## src/rtl/scl_sync_pkg.sv

```systemverilog
package scl_sync_pkg;

  typedef enum logic [2:0] {
    PH_IDLE    = 3'd0,
    PH_WAIT_HI = 3'd1,
    PH_HIGH    = 3'd2,
    PH_WAIT_LO = 3'd3,
    PH_LOW     = 3'd4
  } phase_t;

  localparam int TMR_LO = 0;
  localparam int TMR_HI = 1;
  localparam int NUM_TMR = 2;

  // {rise, fall} from the current and previous synchronized level
  function automatic logic [1:0] edge_pair(input logic now_lvl, input logic prev_lvl);
    return {now_lvl & ~prev_lvl, ~now_lvl & prev_lvl};
  endfunction

endpackage

```

## src/rtl/scl_edge_sync.sv

```systemverilog
module scl_edge_sync #(
  parameter int STAGES = 2
) (
  input  logic clk,
  input  logic rst_n,
  input  logic line_in,
  output logic lvl,
  output logic rise,
  output logic fall
);
  import scl_sync_pkg::*;

  localparam int LAST = STAGES - 1;

  logic [LAST:0] chain;
  logic          prev_lvl;
  logic [1:0]    edges;

  always_ff @(posedge clk or negedge rst_n) begin
    if (!rst_n) begin
      chain    <= '1;
      prev_lvl <= 1'b1;
    end else begin
      chain    <= {chain[LAST-1:0], line_in};
      prev_lvl <= chain[LAST];
    end
  end

  assign lvl   = chain[LAST];
  assign edges = edge_pair(chain[LAST], prev_lvl);
  assign rise  = edges[1];
  assign fall  = edges[0];

endmodule

```

## src/rtl/scl_phase_timer.sv

```systemverilog
module scl_phase_timer #(
  parameter int CNT_W = 8
) (
  input  logic             clk,
  input  logic             rst_n,
  input  logic             clr,
  input  logic             load,
  input  logic [CNT_W-1:0] load_val,
  input  logic             run,
  output logic             done
);

  logic [CNT_W-1:0] cnt;

  function automatic logic [CNT_W-1:0] count_step(input logic [CNT_W-1:0] v);
    return (v == '0) ? v : v - 1'b1;
  endfunction

  always_ff @(posedge clk or negedge rst_n) begin
    if (!rst_n)     cnt <= '0;
    else if (clr)   cnt <= '0;
    else if (load)  cnt <= load_val;
    else if (run)   cnt <= count_step(cnt);
  end

  assign done = run && (cnt == '0);

endmodule

```

## src/rtl/scl_phase_ctrl.sv

```systemverilog
module scl_phase_ctrl
  import scl_sync_pkg::*;
(
  input  logic   clk,
  input  logic   rst_n,
  input  logic   en,
  input  logic   bus_lvl,
  input  logic   bus_fall,
  input  logic   lo_done,
  input  logic   hi_done,
  output phase_t phase,
  output logic   load_lo,
  output logic   load_hi,
  output logic   run_lo,
  output logic   run_hi,
  output logic   clr
);

  phase_t nxt;

  always_comb begin
    nxt = phase;
    if (!en) begin
      nxt = PH_IDLE;
    end else begin
      unique case (phase)
        PH_IDLE:    nxt = PH_WAIT_HI;
        PH_WAIT_HI: if (bus_lvl) nxt = PH_HIGH;
        PH_HIGH: begin
          if (bus_fall)     nxt = PH_LOW;
          else if (hi_done) nxt = PH_WAIT_LO;
        end
        PH_WAIT_LO: if (!bus_lvl) nxt = PH_LOW;
        PH_LOW:     if (lo_done) nxt = PH_WAIT_HI;
        default:    nxt = PH_IDLE;
      endcase
    end
  end

  always_ff @(posedge clk or negedge rst_n) begin
    if (!rst_n) phase <= PH_IDLE;
    else        phase <= nxt;
  end

  assign load_lo = (nxt == PH_LOW)  && (phase != PH_LOW);
  assign load_hi = (nxt == PH_HIGH) && (phase != PH_HIGH);
  assign run_lo  = (phase == PH_LOW);
  assign run_hi  = (phase == PH_HIGH);
  assign clr     = !en;

endmodule

```

## src/rtl/scl_clock_sync.sv

```systemverilog
module scl_clock_sync #(
  parameter int CNT_W       = 8,
  parameter int SYNC_STAGES = 2
) (
  input  logic             clk,
  input  logic             rst_n,
  input  logic             en,
  input  logic [CNT_W-1:0] lo_cnt,
  input  logic [CNT_W-1:0] hi_cnt,
  input  logic             scl_in,
  output logic             scl_pull,
  output logic             rise_stb,
  output logic             fall_stb
);
  import scl_sync_pkg::*;

  logic   bus_lvl, raw_rise, raw_fall;
  phase_t phase;
  logic   clr;
  logic   active;
  logic   in_high;
  logic   lo_done, hi_done;

  logic [NUM_TMR-1:0] t_load, t_run, t_done;
  logic [CNT_W-1:0]   t_val [NUM_TMR];

  scl_edge_sync #(.STAGES(SYNC_STAGES)) u_sync (
    .clk     (clk),
    .rst_n   (rst_n),
    .line_in (scl_in),
    .lvl     (bus_lvl),
    .rise    (raw_rise),
    .fall    (raw_fall)
  );

  scl_phase_ctrl u_ctrl (
    .clk      (clk),
    .rst_n    (rst_n),
    .en       (en),
    .bus_lvl  (bus_lvl),
    .bus_fall (raw_fall),
    .lo_done  (lo_done),
    .hi_done  (hi_done),
    .phase    (phase),
    .load_lo  (t_load[TMR_LO]),
    .load_hi  (t_load[TMR_HI]),
    .run_lo   (t_run[TMR_LO]),
    .run_hi   (t_run[TMR_HI]),
    .clr      (clr)
  );

  assign t_val[TMR_LO] = lo_cnt;
  assign t_val[TMR_HI] = hi_cnt;

  for (genvar g = 0; g < NUM_TMR; g++) begin : g_tmr
    scl_phase_timer #(.CNT_W(CNT_W)) u_tmr (
      .clk      (clk),
      .rst_n    (rst_n),
      .clr      (clr),
      .load     (t_load[g]),
      .load_val (t_val[g]),
      .run      (t_run[g]),
      .done     (t_done[g])
    );
  end

  assign lo_done  = t_done[TMR_LO];
  assign hi_done  = t_done[TMR_HI];
  assign in_high  = (phase == PH_HIGH);
  assign active   = (phase != PH_IDLE);
  assign scl_pull = (phase == PH_WAIT_LO) || (phase == PH_LOW);
  assign rise_stb = raw_rise && active;
  assign fall_stb = raw_fall && active;

endmodule

```

## config.mk

```make
export PLATFORM = sky130hd
export DESIGN_NAME = scl_clock_sync
export DESIGN_NICKNAME = d
export VERILOG_FILES = /design/src/rtl/scl_sync_pkg.sv /design/src/rtl/scl_edge_sync.sv /design/src/rtl/scl_phase_timer.sv /design/src/rtl/scl_phase_ctrl.sv /design/src/rtl/scl_clock_sync.sv
export SDC_FILE = /design/constraint.sdc
export NUM_CORES = 1
export LEC_CHECK = 0
export ABC_AREA = 1
export BUFFER_PORTS_ARGS = -buffer_cell sky130_fd_sc_hd__buf_4
export CORE_ASPECT_RATIO = 0.8
export CORE_UTILIZATION = 51
export CTS_BUF_LIST = sky130_fd_sc_hd__clkbuf_16
export CTS_CLUSTER_SIZE = 8
export DETAILED_ROUTE_END_ITERATION = 12
export PLACE_DENSITY = 0.84
export SYNTH_ARGS = -nofsm -noshare
export SYNTH_HDL_FRONTEND = slang
export SYNTH_SLANG_ARGS = --single-unit
```

## constraint.sdc

```tcl
create_clock -name clk -period 1.6 [get_ports clk]
set_input_delay 0.32 -clock clk [delete_from_list [all_inputs] [get_ports clk]]
set_output_delay 0.32 -clock clk [all_outputs]
set_load 0.01 [all_outputs]
```

# ---- After elaboration in Yosys (flattened, before gate mapping)
# Cells that the tools add are included.
dict set report totals {
  ff_bits 22
  out_inout_bits 3
  wordCells 51
}
dict set report op_classes {
  add_sub_neg 2
  eq_ne 12
  mux 15
  bitwise_logic 4
  n_reduce_logical 13
}
# op n
set ops {}
lappend ops {{8-bit 2-to-1 mux} 8}
lappend ops {{3-bit 2-to-1 mux} 6}
lappend ops {{8-bit logical NOT} 2}
lappend ops {{8-bit by 1-bit subtractor with 8-bit output (second input constant)} 2}
lappend ops {{3-bit case mux with 5 select lines} 1}
lappend ops {{3-bit by 2-bit equality test with 1-bit output (second input constant)} 3}
lappend ops {{3-bit by 2-bit inequality test with 1-bit output (second input constant)} 3}
lappend ops {{3-bit equality test (second input constant)} 2}
lappend ops {{1-bit logical AND} 6}
lappend ops {{3-bit by 1-bit inequality test with 1-bit output (second input constant)} 2}
lappend ops {{2-bit AND reduction} 2}
lappend ops {{3-bit by 1-bit equality test with 1-bit output (second input constant)} 1}
lappend ops {{3-bit logical NOT} 1}
lappend ops {{3-bit inequality test (second input constant)} 1}
lappend ops {{3-bit nonzero test} 1}
lappend ops {{1-bit bitwise AND} 2}
lappend ops {{1-bit NOT} 2}
lappend ops {{1-bit logical OR} 1}

# ---- Logic depth before layout (Yosys ltp)
# Gate-level depths: netlist of the first run.
dict set report logic_depth {
  word_depth 10
  mapped_depth 14
  mapped_depth_nobuf 13
}

# ---- By module
# A second synthesis of the first run with hierarchy kept.
dict set report hier_totals {
  hier_cells 232
  hier_area_um2 1549.0
}
# mod n_inst cells_each area_each_um2 seq_area_each_um2
set by_module_without_submodules {}
lappend by_module_without_submodules {scl_phase_timer 2 90 591.8 200.2}
lappend by_module_without_submodules {scl_phase_ctrl 1 36 231.5 75.1}
lappend by_module_without_submodules {scl_edge_sync 1 7 93.8 78.8}
lappend by_module_without_submodules {scl_clock_sync 1 9 40.0 0.0}

# ---- Least setup slack after synthesis of the first run
# Ideal clock, no wire load.
dict set report synth_timing {
  path_type {register to register}
  start {register g_tmr[0].u_tmr.cnt[0]}
  end {register g_tmr[0].u_tmr.cnt[2]}
  setup_time_ns 0.117
  arrival_time_ns 1.450
  required_ns 1.483
  setup_slack_ns 0.033
  stages_incl_launch_ff 15
  n_path_buf 1
  cell_sequence {dfrtp_1 inv_1 ha_1 nand2_1 nor2_1 nand2_1 nand2_2 nand2_1 nand2_1 nor2_2 buf_6 nand2_1 o21ai_0 nand2_1 nand2_1}
}
dict set report synth_between {
  elab_chain_len 9
  elab_cells_between_ends 15
}
# element line_no
set synth_rtl {}
lappend synth_rtl {{start, declared} scl_phase_timer.sv:13} ;# logic [CNT_W-1:0] cnt;
lappend synth_rtl {{start signal, assigned} scl_phase_timer.sv:22} ;# else if (load) cnt <= load_val;
lappend synth_rtl {{start signal, assigned} scl_phase_timer.sv:23} ;# else if (run) cnt <= count_step(cnt);
lappend synth_rtl {{8-bit logical NOT} {scl_phase_timer.sv:16, scl_phase_timer.sv:26}}
lappend synth_rtl {{1-bit logical AND} scl_phase_timer.sv:26} ;# assign done = run && (cnt == '0);
lappend synth_rtl {{3-bit 2-to-1 mux} scl_phase_ctrl.sv:34} ;# PH_LOW: if (lo_done) nxt = PH_WAIT_HI;
lappend synth_rtl {{3-bit case mux with 5 select lines} scl_phase_ctrl.sv:26} ;# unique case (phase)
lappend synth_rtl {{3-bit 2-to-1 mux} scl_phase_ctrl.sv:23} ;# if (!en) begin
lappend synth_rtl {{3-bit equality test} scl_phase_ctrl.sv:45} ;# assign load_lo = (nxt == PH_LOW) && (phase != PH_LOW);
lappend synth_rtl {{1-bit logical AND} scl_phase_ctrl.sv:45}
lappend synth_rtl {{3-bit by 1-bit inequality test with 1-bit output (no line) (tied with other cells)} -}
lappend synth_rtl {{2-bit AND reduction (no line) or 8-bit 2-to-1 mux (tied branches)} -}
# Several ways; a longest one is shown, not always the timed one. The select of a mux whose other input is x is not followed.
# A chain may end at the register's enable or synchronous reset.

# ---- Worst setup path in the final report of the first run
dict set report layout_timing {
  start {register g_tmr[0].u_tmr.cnt[0]}
  end {register g_tmr[0].u_tmr.cnt[7]}
}
# Same word-level chain as after synthesis.

==> results of run 1 <==
through the flow:
step	power, mW	worst slack [ns]	hold WS, ns	cell area (sq um)	instances
floorplan	1.37	0.0330	0.0244	1520	212
global placement	1.60	-0.0236	0.225	1800	283
detailed placement	1.62	-0.105	0.229	1800	283
CTS	2.16	-0.0174	0.172	1910	288
global route	2.51	-0.124	0.166	2160	303
finish	2.36	-0.0438	0.170	2160	303
where the power goes:
part | total (mW) | switching, mW | internal (mW)
clock | 0.535 | 0.201 | 0.334
sequential | 0.752 | 0.0967 | 0.655
combinational | 1.08 | 0.607 | 0.470
total | 2.36 | 0.904 | 1.46
cells in the final DEF, fill, tap and decap left out, drive strengths merged:
cell,n
o21ai,4
a21oi,3
nand3,16
nand4,1
clkbuf,3
o211ai,2
a21boi,1
ha,4
nor3,4
dfrtp,19
nand2,100
or2,1
clkinv,2
dlygate4sd3,1
xor2,8
buf,49
dfstp,3
xnor2,4
nor2,21
inv,19
kinds of logic after synthesis:
kind of cell / after synthesis / share of synthesized area, %
fa+ha+maj: 4 / 3.30
flops: 22 / 36.6
simple gates: 142 / 40.8
buf+inv: 22 / 6.52
xor+xnor: 12 / 6.94
compound gates: 10 / 5.86
path summary, 6_finish.rpt:
| path | slack, ns | depth (start not counted) | end | from |
|---|---|---|---|---|
| worst max-delay path | -0.04 | 10 | g_tmr[0].u_tmr.cnt[7] | g_tmr[0].u_tmr.cnt[0] |
| worst min-delay path | 0.17 | 1 | u_sync.chain[0] | scl_in |
| worst max register to register | -0.04 | 10 | g_tmr[0].u_tmr.cnt[7] | g_tmr[0].u_tmr.cnt[0] |
| worst min register to register | 0.36 | 0 | u_sync.chain[1] | u_sync.chain[0] |
| max in group asynchronous | 0.83 | 2 | u_sync.chain[1] | rst_n |
| min in group asynchronous | 0.49 | 2 | u_ctrl.phase[0] | rst_n |
flip-flops by register name, summed over array words and instances, names as in the netlist:
register         cells
g_tmr.u_tmr.cnt     16
u_sync.chain         2
u_sync.prev_lvl      1
u_ctrl.phase         3
layer usage:
metal  vias to the layer above  routed length [microns]
li1                        764                        -
met1                       728                     1880
met2                        74                     2000
met3                        14                      334
met4                         0                       81
met5                         -                        0
worst max-delay path: stages, from the launching register on:
cell     delay (ns)
dfrtp_1        0.39
inv_2          0.10
buf_4          0.13
buf_4          0.11
nand3_1        0.13
nor3_1         0.27
xor2_1         0.19
nand2_1        0.08
nand2_1        0.09
nand2_1        0.05
nand2_1        0.05
timing repair:
action                                  in CTS  in global routing
pin swaps                                    0                 19
hold endpoints to repair                    19                  0
buffers inserted                             0                 14
hold buffers                                 1                  0
gates cloned                                 0                  1
gates resized for setup                      6                 45
endpoints found under the setup margin      16                 18
final cells by class:
type                       count  area [sq um]
clock buffer                   3          75.1
clock inverter                 1          3.75
fill                         174           623
inverter                      20          83.8
multi-input combinational    169          1010
sequential                    22           554
tap                           38          47.5
timing repair buffer          50           393
==> results.txt, run 1 <==
routed vias: 1580
Syn. warnings: 0
Root Driver: clkbuf_16
Synth top cells by count: 95 x nand2_1, 19 x dfrtp_1, 17 x nor2_1
IO Count: 23
maximum VDD drop: 0.727 mV
CP Class: reg -> reg
CP Launch Type: flip-flop
Via density: 5.21
failing checks: negative setup slack
Yosys cell types: 29
synthesized area: 1520 sq um
area grow syn2layout: 42.8%
largest cells by area after synthesis: dfrtp_1 31%, nand2_1 24%, dfstp_2 5.2%, xor2_1 4.6%, nor2_1 4.2%
TNS Setup: -0.0835 ns
Worst Skew: 0.00633 ns
CTS Buf Count: 3
Synth Area per Inst: 7.15 sq um
core area: 2790 sq um
most frequent cell after synthesis: nand2_1
grt peak-use layer: met2
Static Leak: 1.17 nW
GPL Wtd Cong: 0.898
Synth Register Bits: 22
fraction of layout cells with a size suffix above 1: 41.1%
vias in the first global route: 1373
drt drc: 0
total grt overflow: 0
met1 Use GR: 33.1%
WP data required: 1.80 ns
GRT Total Usage: 23.8%
hpwl dp: 2.55 mm
number of H-tree levels: 1
Routed wire per std cell: 14.2 microns
final worst path period need: 1.64 ns
main flop type after synthesis: dfrtp_1
antenna diode count: 0
Synth Net Count: 236
final setup fails: 4
cell accounting for the most synthesized area: dfrtp_1
crit share post-route: 103%
actual slew at the worst max-slew pin: 0.328 ns
Die Footprint: 3190 sq um
Max Clk Rate: 608 MHz
crit path max fanout: 3
Final Hold Viols: 0
nets: 290
initial antenna violation count: 0
Cells after Synth: 212
asr flop ratio synth: 100%
RSZ-0062 raised after global routing: yes
# rows: 17
Final Util: 77.6%
status: complete, but fails checks
Critical Path AT: 1.84 ns
die width: 62.9 microns
TritonCTS clock tree: done
DR pass1 iterations: 4
Initial Utilization: 54.4%
Worst Setup End Kind: flip-flop
Synth top area share: 31.4%
TritonCTS Sinks: 22
Worst-Skew Late Latency: 0.26 ns
first-pass GRT wire length: 5.96 mm
Max Slew Vio Count: 0
pin count of the biggest net entering global routing: 23
Max Buffers Root-to-Sink: 2
Max Cap Viol: 0
Min-Delay Path Class: in -> reg
register clock-pin slew on the reported worst setup and hold paths: 0.06 ns
register area share after synthesis: 36.6%
I/O Buffers: 22
Post-synth EDFFs: 0
antenna-violating nets left: 0
power per cell area: 1090 nW/um^2
final setup margin: -0.0438 ns
DR iter-0 viols: 108
drt total wl: 4.30 mm
routing usage on met2: 39.2%
die height: 50.8 microns
Max-slew headroom: 78.1%
M3 GR Usage: 3.41%
(Power assumes the default switching activity.)
==> inputs of run 2 (changes only) <==
--- a/config.mk
+++ b/config.mk
@@ -7,12 +7,14 @@
 export LEC_CHECK = 0
 export ABC_AREA = 1
 export BUFFER_PORTS_ARGS = -buffer_cell sky130_fd_sc_hd__buf_4
+export CELL_PAD_IN_SITES_DETAIL_PLACEMENT = 1
+export CELL_PAD_IN_SITES_GLOBAL_PLACEMENT = 1
 export CORE_ASPECT_RATIO = 0.8
-export CORE_UTILIZATION = 51
+export CORE_UTILIZATION = 36
 export CTS_BUF_LIST = sky130_fd_sc_hd__clkbuf_16
 export CTS_CLUSTER_SIZE = 8
 export DETAILED_ROUTE_END_ITERATION = 12
-export PLACE_DENSITY = 0.84
+export PLACE_DENSITY = 0.82
 export SYNTH_ARGS = -nofsm -noshare
 export SYNTH_HDL_FRONTEND = slang
 export SYNTH_SLANG_ARGS = --single-unit
==> results.txt, run 2 (synthesized netlist as in run 1, its figures left out) <==
grt peak-use layer: met2 (unchanged)
Routed wire per std cell: 17.2 microns (was 14.2 microns)
initial antenna violation count: 0 (unchanged)
Layout fillers: 495 (was 174)
internal power: 1.49 mW (was 1.46 mW)
Root Driver: clkbuf_16 (unchanged)
Min-Delay Path Class: in -> reg (unchanged)
RSZ-0062 raised after global routing: yes (unchanged)
failing checks: negative setup slack (unchanged)
Worst Setup End Kind: flip-flop (unchanged)
max reg flops: 16 (unchanged)
CP max-delay cell: dfstp_2 (was dfrtp_1)
drt total wl: 5.60 mm (was 4.30 mm)
Worst-Skew Late Latency: 0.27 ns (was 0.26 ns)
pin count of the biggest net entering global routing: 23 (unchanged)
CTS Buf Count: 3 (unchanged)
Worst Hold Path Cells: 1 (unchanged)
clock share of power: 22.6% (about the same)
Max Clk Rate: 591 MHz (was 608 MHz)
Hold Startpoint: scl_in (unchanged)
worst hold endpoint: u_sync.chain[0] (unchanged)
GPL Wtd Cong: 0.809 (was 0.898)
IO Count: 23 (unchanged)
final worst path period need: 1.69 ns (was 1.64 ns)
met1 Use GR: 31.8% (was 33.1%)
Max-slew headroom: 78.9% (was 78.1%)
CP peak stage delay: 0.59 ns (was 0.39 ns)
CP Buf/Inv Count: 2 (was 3)
status: complete, but fails checks (unchanged)
CP Cell Sequence: nand2_2 > inv_4 > nand2_4 > nand3_2 > nand3_2 > nand2_4 > nand2_4 > a21oi_4 > buf_6 > nand2_2 > nand2_2 (was inv_2 > buf_4 > buf_4 > nand3_1 > nor3_1 > xor2_1 > nand2_1 > nand2_1 > nand2_1 > nand2_1)
Switch Pwr: 1.00 mW (was 0.904 mW)
core area: 3900 sq um (was 2790 sq um)
Critical Path AT: 1.90 ns (was 1.84 ns)
nets: 296 (was 290)
TNS Setup: -0.839 ns (was -0.0835 ns)
antenna diode count: 0 (unchanged)
final setup fails: 17 (was 4)
# rows: 20 (was 17)
actual slew at the worst max-slew pin: 0.316 ns (was 0.328 ns)
antenna-violating nets left: 0 (unchanged)
Max Cap Viol: 0 (unchanged)
Sequential Power Share: 29.9% (was 31.8%)
DR pass1 iterations: 4 (unchanged)
crit path max fanout: 6 (was 3)
Worst Skew: 0.00530 ns (was 0.00633 ns)
commonest non-fill, non-tap cell in the layout: nand2_1 (unchanged)
Register-to-Register Path Depth: 11 (was 10)
combinational share of power: 47.5% (was 45.6%)
CP Class: reg -> reg (unchanged)
Max Buffers Root-to-Sink: 2 (unchanged)
vias in the first global route: 1638 (was 1373)
reg2reg start: u_sync.chain[1] (was g_tmr[0].u_tmr.cnt[0])
Via density: 4.98 (was 5.21)
hpwl dp: 3.25 mm (was 2.55 mm)
WP data required: 1.80 ns (about the same)
M3 GR Usage: 4.05% (was 3.41%)
Static Leak: 1.20 nW (was 1.17 nW)
routing usage on met2: 41.4% (was 39.2%)
drt drc: 0 (unchanged)
fraction of layout cells with a size suffix above 1: 45.4% (was 41.1%)
Final Hold Viols: 0 (unchanged)
CP Launch Type: flip-flop (unchanged)
CP delay by family, top: simple AND/OR/NAND/NOR gates (unchanged)
first-pass GRT wire length: 7.86 mm (was 5.96 mm)
total grt overflow: 0 (unchanged)
routed vias: 1623 (was 1580)
Max Slew Vio Count: 0 (unchanged)
most frequent cells in the layout: 74 x nand2_1, 49 x buf_4, 19 x dfrtp_1 (was 79 x nand2_1, 46 x buf_4, 19 x dfrtp_1)
maximum VDD drop: 0.515 mV (was 0.727 mV)
die height: 60.0 microns (was 50.8 microns)
TritonCTS clock tree: done (unchanged)
final setup margin: -0.0919 ns (was -0.0438 ns)
Die Footprint: 4470 sq um (was 3190 sq um)
I/O Buffers: 22 (unchanged)
crit share post-route: 106% (was 103%)
reg-to-reg slack, setup: -0.09 ns (was -0.04 ns)
area grow syn2layout: 50.4% (was 42.8%)
register clock-pin slew on the reported worst setup and hold paths: 0.06 ns (about the same)
die width: 74.5 microns (was 62.9 microns)
DR iter-0 viols: 78 (was 108)
power per cell area: 1090 nW/um^2 (about the same)
number of H-tree levels: 1 (unchanged)
largest registers: g_tmr.u_tmr.cnt (16), u_ctrl.phase (3), u_sync.chain (2) (unchanged)
GRT Total Usage: 24.2% (was 23.8%)
Biggest register: g_tmr.u_tmr.cnt (unchanged)
reg2reg end: g_tmr[1].u_tmr.cnt[0] (was g_tmr[0].u_tmr.cnt[7])
Place WS: -0.129 ns (was -0.105 ns)
TritonCTS Sinks: 22 (unchanged)
Initial Utilization: 38.8% (was 54.4%)
Switching Fraction: 40.2% (was 38.3%)
-- run 2: power by group through the flow --
stage               sequential (mW)  clock (mW)  combinational, mW
floorplan                     0.737           0              0.638
global placement              0.738           0              0.916
detailed placement            0.742           0              0.949
CTS                           0.738       0.561               1.05
global route                  0.758       0.583               1.29
finish                        0.744       0.562               1.18
-- run 2: routing by layer --
layer / routed length [microns] / up-vias
li1: - / 772
met1: 2550 / 804
met2: 2790 / 40
met3: 195 / 7
met4: 64 / 0
met5: 0 / -
-- run 2: final cells by class --
cell class / count / area (sq um) / area share (%)
Multi-Input combinational cell: 169 / 1050 / 46.0
Sequential cell: 22 / 554 / 24.3
Tap cell: 55 / 68.8 / 3.02
Clock inverter: 1 / 3.75 / 0.165
Timing Repair Buffer: 56 / 445 / 19.5
Clock buffer: 3 / 75.1 / 3.29
Inverter: 20 / 83.8 / 3.68
-- run 2: how the worst max path moves through the flow --
stage | start | to | slack (ns) | cells past startpoint
after floorplan | g_tmr[0].u_tmr.cnt[0] | g_tmr[0].u_tmr.cnt[2] | 0.03 | 14
after global placement | u_sync.chain[1] | g_tmr[1].u_tmr.cnt[3] | -0.01 | 11
after detailed placement | g_tmr[0].u_tmr.cnt[1] | g_tmr[0].u_tmr.cnt[4] | -0.13 | 13
after CTS | u_sync.chain[1] | g_tmr[1].u_tmr.cnt[0] | -0.05 | 11
after global routing | u_ctrl.phase[2] | g_tmr[1].u_tmr.cnt[1] | -0.16 | 9
final | u_sync.chain[1] | g_tmr[1].u_tmr.cnt[0] | -0.09 | 11
-- run 2: timing repair --
action,CTS,global route
hold buffers,1,0
buffers inserted,6,4
endpoints found under the hold margin,19,0
cloned,0,1
pin swaps,14,26
endpoints found under the setup margin,17,18
gates resized for setup,29,34
-- run 2: per-stage QoR --
stage / area [sq um] / std cells / hold WS [ns] / utilization [%] / power [mW]
after floorplan: 1520 / 212 / 0.0244 / - / 1.37
after global placement: 1900 / 310 / 0.235 / 48.7 / 1.65
after detailed placement: 1900 / 310 / 0.235 / 48.7 / 1.69
after CTS: 2120 / 321 / 0.165 / 54.4 / 2.35
after global routing: 2280 / 326 / 0.166 / 58.4 / 2.63
final: 2280 / 326 / 0.171 / 58.4 / 2.49
==> inputs of run 3 (changes only) <==
--- a/config.mk
+++ b/config.mk
@@ -14,7 +14,8 @@
 export CTS_BUF_LIST = sky130_fd_sc_hd__clkbuf_16
 export CTS_CLUSTER_SIZE = 8
 export DETAILED_ROUTE_END_ITERATION = 12
-export PLACE_DENSITY = 0.82
+export PLACE_DENSITY = 0.83
 export SYNTH_ARGS = -nofsm -noshare
 export SYNTH_HDL_FRONTEND = slang
+export SYNTH_HIERARCHICAL = 1
 export SYNTH_SLANG_ARGS = --single-unit
==> results.txt, run 3 <==
core area: 3950 sq um (was 3900 sq um)
Routed wire per std cell: 25.7 microns (was 17.2 microns)
complex-gate fraction of the synthesized area: 11.5% (was 5.86%)
Placed Cells: 345 (was 310)
Register-to-Register Path Depth: 14 (was 11)
I/O Buffers: 22 (unchanged)
Max Slew Vio Count: 0 (unchanged)
crit path max fanout: 7 (was 6)
design area: 2760 sq um (was 2280 sq um)
cell accounting for the most synthesized area: dfrtp_1 (unchanged)
Post-synth EDFFs: 0 (unchanged)
Synth Area per Inst: 6.68 sq um (was 7.15 sq um)
Max Clk Rate: 468 MHz (was 591 MHz)
Finished Layout Cells: 379 (was 326)
main flop type after synthesis: dfrtp_1 (unchanged)
Synth Net Count: 256 (was 236)
Synth Area in XOR/XNOR: 1.13% (was 6.94%)
Synth Register Bits: 22 (unchanged)
max reg flops: 16 (unchanged)
drt total wl: 9.76 mm (was 5.60 mm)
simple-gate area share of the yosys netlist: 37.8% (was 40.8%)
CP Cell Sequence: buf_4 > nor3_4 > nor3b_4 > inv_2 > nand2_2 > nand3_4 > nand2_4 > nor2_4 > clkinv_4 > buf_6 > nand3_2 > nand2_2 > nand3_2 > nand2_2 (was nand2_2 > inv_4 > nand2_4 > nand3_2 > nand3_2 > nand2_4 > nand2_4 > a21oi_4 > buf_6 > nand2_2 > nand2_2)
power per cell area: 835 nW/um^2 (was 1090 nW/um^2)
Final Util: 69.7% (was 58.4%)
crit share post-route: 133% (was 106%)
hpwl dp: 3.93 mm (was 3.25 mm)
antenna diode count: 0 (unchanged)
largest cells by area after synthesis: dfrtp_1 31%, nand2_1 18%, inv_1 6.8%, nand3_1 6.1%, dfstp_2 5.1% (was dfrtp_1 31%, nand2_1 24%, dfstp_2 5.2%, xor2_1 4.6%, nor2_1 4.2%)
Worst Skew: 0.00637 ns (was 0.00530 ns)
CP Launch Type: flip-flop (unchanged)
vias in the first global route: 2182 (was 1638)
TritonCTS clock tree: done (unchanged)
status: complete, but fails checks (unchanged)
DR pass1 iterations: 5 (was 4)
Cells after Synth: 232 (was 212)
Place WS: -0.373 ns (was -0.129 ns)
CP Class: reg -> reg (unchanged)
reg2reg end: g_tmr[0].u_tmr/cnt[6] (was g_tmr[1].u_tmr.cnt[0])
IO Count: 23 (unchanged)
pin count of the biggest net entering global routing: 23 (unchanged)
WP data required: 1.80 ns (about the same)
register area share after synthesis: 35.8% (was 36.6%)
nets: 349 (was 296)
CP peak stage delay: 0.43 ns (was 0.59 ns)
maximum VDD drop: 0.866 mV (was 0.515 mV)
Critical Path AT: 2.33 ns (was 1.90 ns)
fraction of layout cells with a size suffix above 1: 55.9% (was 45.4%)
final setup margin: -0.535 ns (was -0.0919 ns)
GRT Total Usage: 37.0% (was 24.2%)
die height: 60.7 microns (was 60.0 microns)
failing checks: negative setup slack (unchanged)
CP Buf/Inv Count: 4 (was 2)
multiplexer area fraction after synthesis: 1.29% (was 0%)
largest family of logic cells by synthesized area: simple AND/OR/NAND/NOR gates (unchanged)
CTS Buf Count: 3 (unchanged)
combinational share of power: 47.0% (was 47.5%)
actual slew at the worst max-slew pin: 0.319 ns (was 0.316 ns)
end point of the critical path: g_tmr[0].u_tmr/cnt[6] (was g_tmr[1].u_tmr.cnt[0])
Root Driver: clkbuf_16 (unchanged)
final worst path period need: 2.14 ns (was 1.69 ns)
CP delay by family, top: simple AND/OR/NAND/NOR gates (unchanged)
stages on the worst setup path: 14 (was 11)
die width: 75.3 microns (was 74.5 microns)
Biggest register: g_tmr.u_tmr/cnt (was g_tmr.u_tmr.cnt)
synthesized area: 1550 sq um (was 1520 sq um)
commonest non-fill, non-tap cell in the layout: buf_4 (was nand2_1)
Max Cap Viol: 0 (unchanged)
Die Footprint: 4570 sq um (was 4470 sq um)
Syn. warnings: 6 (was 0)
RSZ-0062 raised after global routing: yes (unchanged)
CP max-delay cell: dfrtp_2 (was dfstp_2)
register clock-pin slew on the reported worst setup and hold paths: 0.06 ns (about the same)
clock share of power: 24.6% (was 22.6%)
Sequential Power Share: 28.4% (was 29.9%)
most frequent cell after synthesis: nand2_1 (unchanged)
Min-Delay Path Class: in -> reg (unchanged)
Static Leak: 1.42 nW (was 1.20 nW)
Synth top cells by count: 74 x nand2_1, 28 x inv_1, 19 x dfrtp_1, 19 x nand3_1, 18 x nor2_1 (was 95 x nand2_1, 19 x dfrtp_1, 17 x nor2_1)
final setup fails: 22 (was 17)
Max Buffers Root-to-Sink: 2 (unchanged)
largest registers: g_tmr.u_tmr/cnt (16), u_ctrl/phase (3), u_sync/chain (2) (was g_tmr.u_tmr.cnt (16), u_ctrl.phase (3), u_sync.chain (2))
Yosys cell types: 25 (was 29)
critical path's most frequent cell: nand2_2
reg2reg start: u_ctrl/phase[0] (was u_sync.chain[1])
Worst Setup End Kind: flip-flop (unchanged)
Max-slew headroom: 78.7% (was 78.9%)
Hold WS: 0.164 ns (was 0.171 ns)
Worst-Skew Late Latency: 0.27 ns (about the same)
total grt overflow: 0 (unchanged)
first-pass GRT wire length: 11.8 mm (was 7.86 mm)
number of H-tree levels: 1 (unchanged)
Via density: 5.97 (was 4.98)
Switch Pwr: 0.940 mW (was 1.00 mW)
reg-to-reg slack, setup: -0.54 ns (was -0.09 ns)
Power, Total: 2.30 mW (was 2.49 mW)
CP startpoint: u_ctrl/phase[0] (was u_sync.chain[1])
drt drc: 0 (unchanged)
Switching Fraction: 40.8% (was 40.2%)
area grow syn2layout: 78.0% (was 50.4%)
asr flop ratio synth: 100% (unchanged)
GPL Wtd Cong: 0.775 (was 0.809)
Synth top area share: 30.7% (was 31.4%)
TNS Setup: -8.28 ns (was -0.839 ns)
DR iter-0 viols: 254 (was 78)
Initial Utilization: 39.2% (was 38.8%)
internal power: 1.36 mW (was 1.49 mW)
placed cell area: 2130 sq um (was 1900 sq um)
initial antenna violation count: 0 (unchanged)
antenna-violating nets left: 0 (unchanged)
routed vias: 2262 (was 1623)
# rows: 20 (unchanged)
adder-cell share of the synthesized area: 3.23% (was 3.30%)
TritonCTS Sinks: 22 (unchanged)
most frequent cells in the layout: 80 x buf_4, 57 x nand2_1, 18 x inv_1 (was 74 x nand2_1, 49 x buf_4, 19 x dfrtp_1)
Final Hold Viols: 0 (unchanged)
-- run 3: changes by cell type in the layout (fill, tap and decap cells not counted), moves of 5 or more --
| cell | delta |
|---|---|
| nand2_1 | -17 |
| nand3_4 | +5 |
| inv_1 | +9 |
| inv_2 | +6 |
| buf_4 | +31 |
| o21ai_2 | +7 |
| o21ai_1 | +13 |
| xor2_1 | -6 |
| nor2_1 | +6 |
-- run 3: metal layers --
layer	vias up	share of wire [%]	track usage (%)
met4	0	7.5	14.8
met2	172	47	64.2
met3	75	7.5	8.31
li1	918	-	-
met1	1097	38	44.9
met5	-	0	0
-- run 3: worst min-delay path by stage --
stage                       from               endpoint  slack, ns  cells past startpoint
after floorplan            rst_n  g_tmr[0].u_tmr/cnt[0]       0.02                      0
after global placement     rst_n  g_tmr[0].u_tmr/cnt[4]       0.23                      1
after detailed placement   rst_n  g_tmr[0].u_tmr/cnt[4]       0.23                      1
after CTS                 scl_in        u_sync/chain[0]       0.17                      1
after global routing      scl_in        u_sync/chain[0]       0.16                      1
final                     scl_in        u_sync/chain[0]       0.16                      1
-- run 3: layout make-up --
cell class                      instances  area [sq um]
Fill cell                             463          1200
Timing Repair Buffer                   90           721
Sequential cell                        22           558
Inverter                               35           154
Clock inverter                          1          3.75
Clock buffer                            3          75.1
Multi-Input combinational cell        173          1180
Tap cell                               55          68.8
-- run 3: power groups by stage --
stage | logic, mW | registers [mW] | clock network, mW
CTS | 0.773 | 0.638 | 0.561
global route | 1.13 | 0.655 | 0.589
floorplan | 0.391 | 0.654 | 0
global placement | 0.642 | 0.645 | 0
finish | 1.08 | 0.654 | 0.566
detailed placement | 0.668 | 0.647 | 0
-- run 3: cells by family after synthesis --
logic type,count (synthesis)
mux,2
fa+ha+maj,4
compound gates,33
buf+inv,37
flops,22
xor+xnor,2
simple gates,132
-- run 3: repair_timing --
item / 4_1_cts / 5_1_grt
buffers inserted: 18 / 11
hold buffers: 1 / 0
pin swaps: 17 / 21
endpoints found under the setup margin: 18 / 21
resized for setup: 32 / 53
endpoints found under the hold margin: 19 / 0
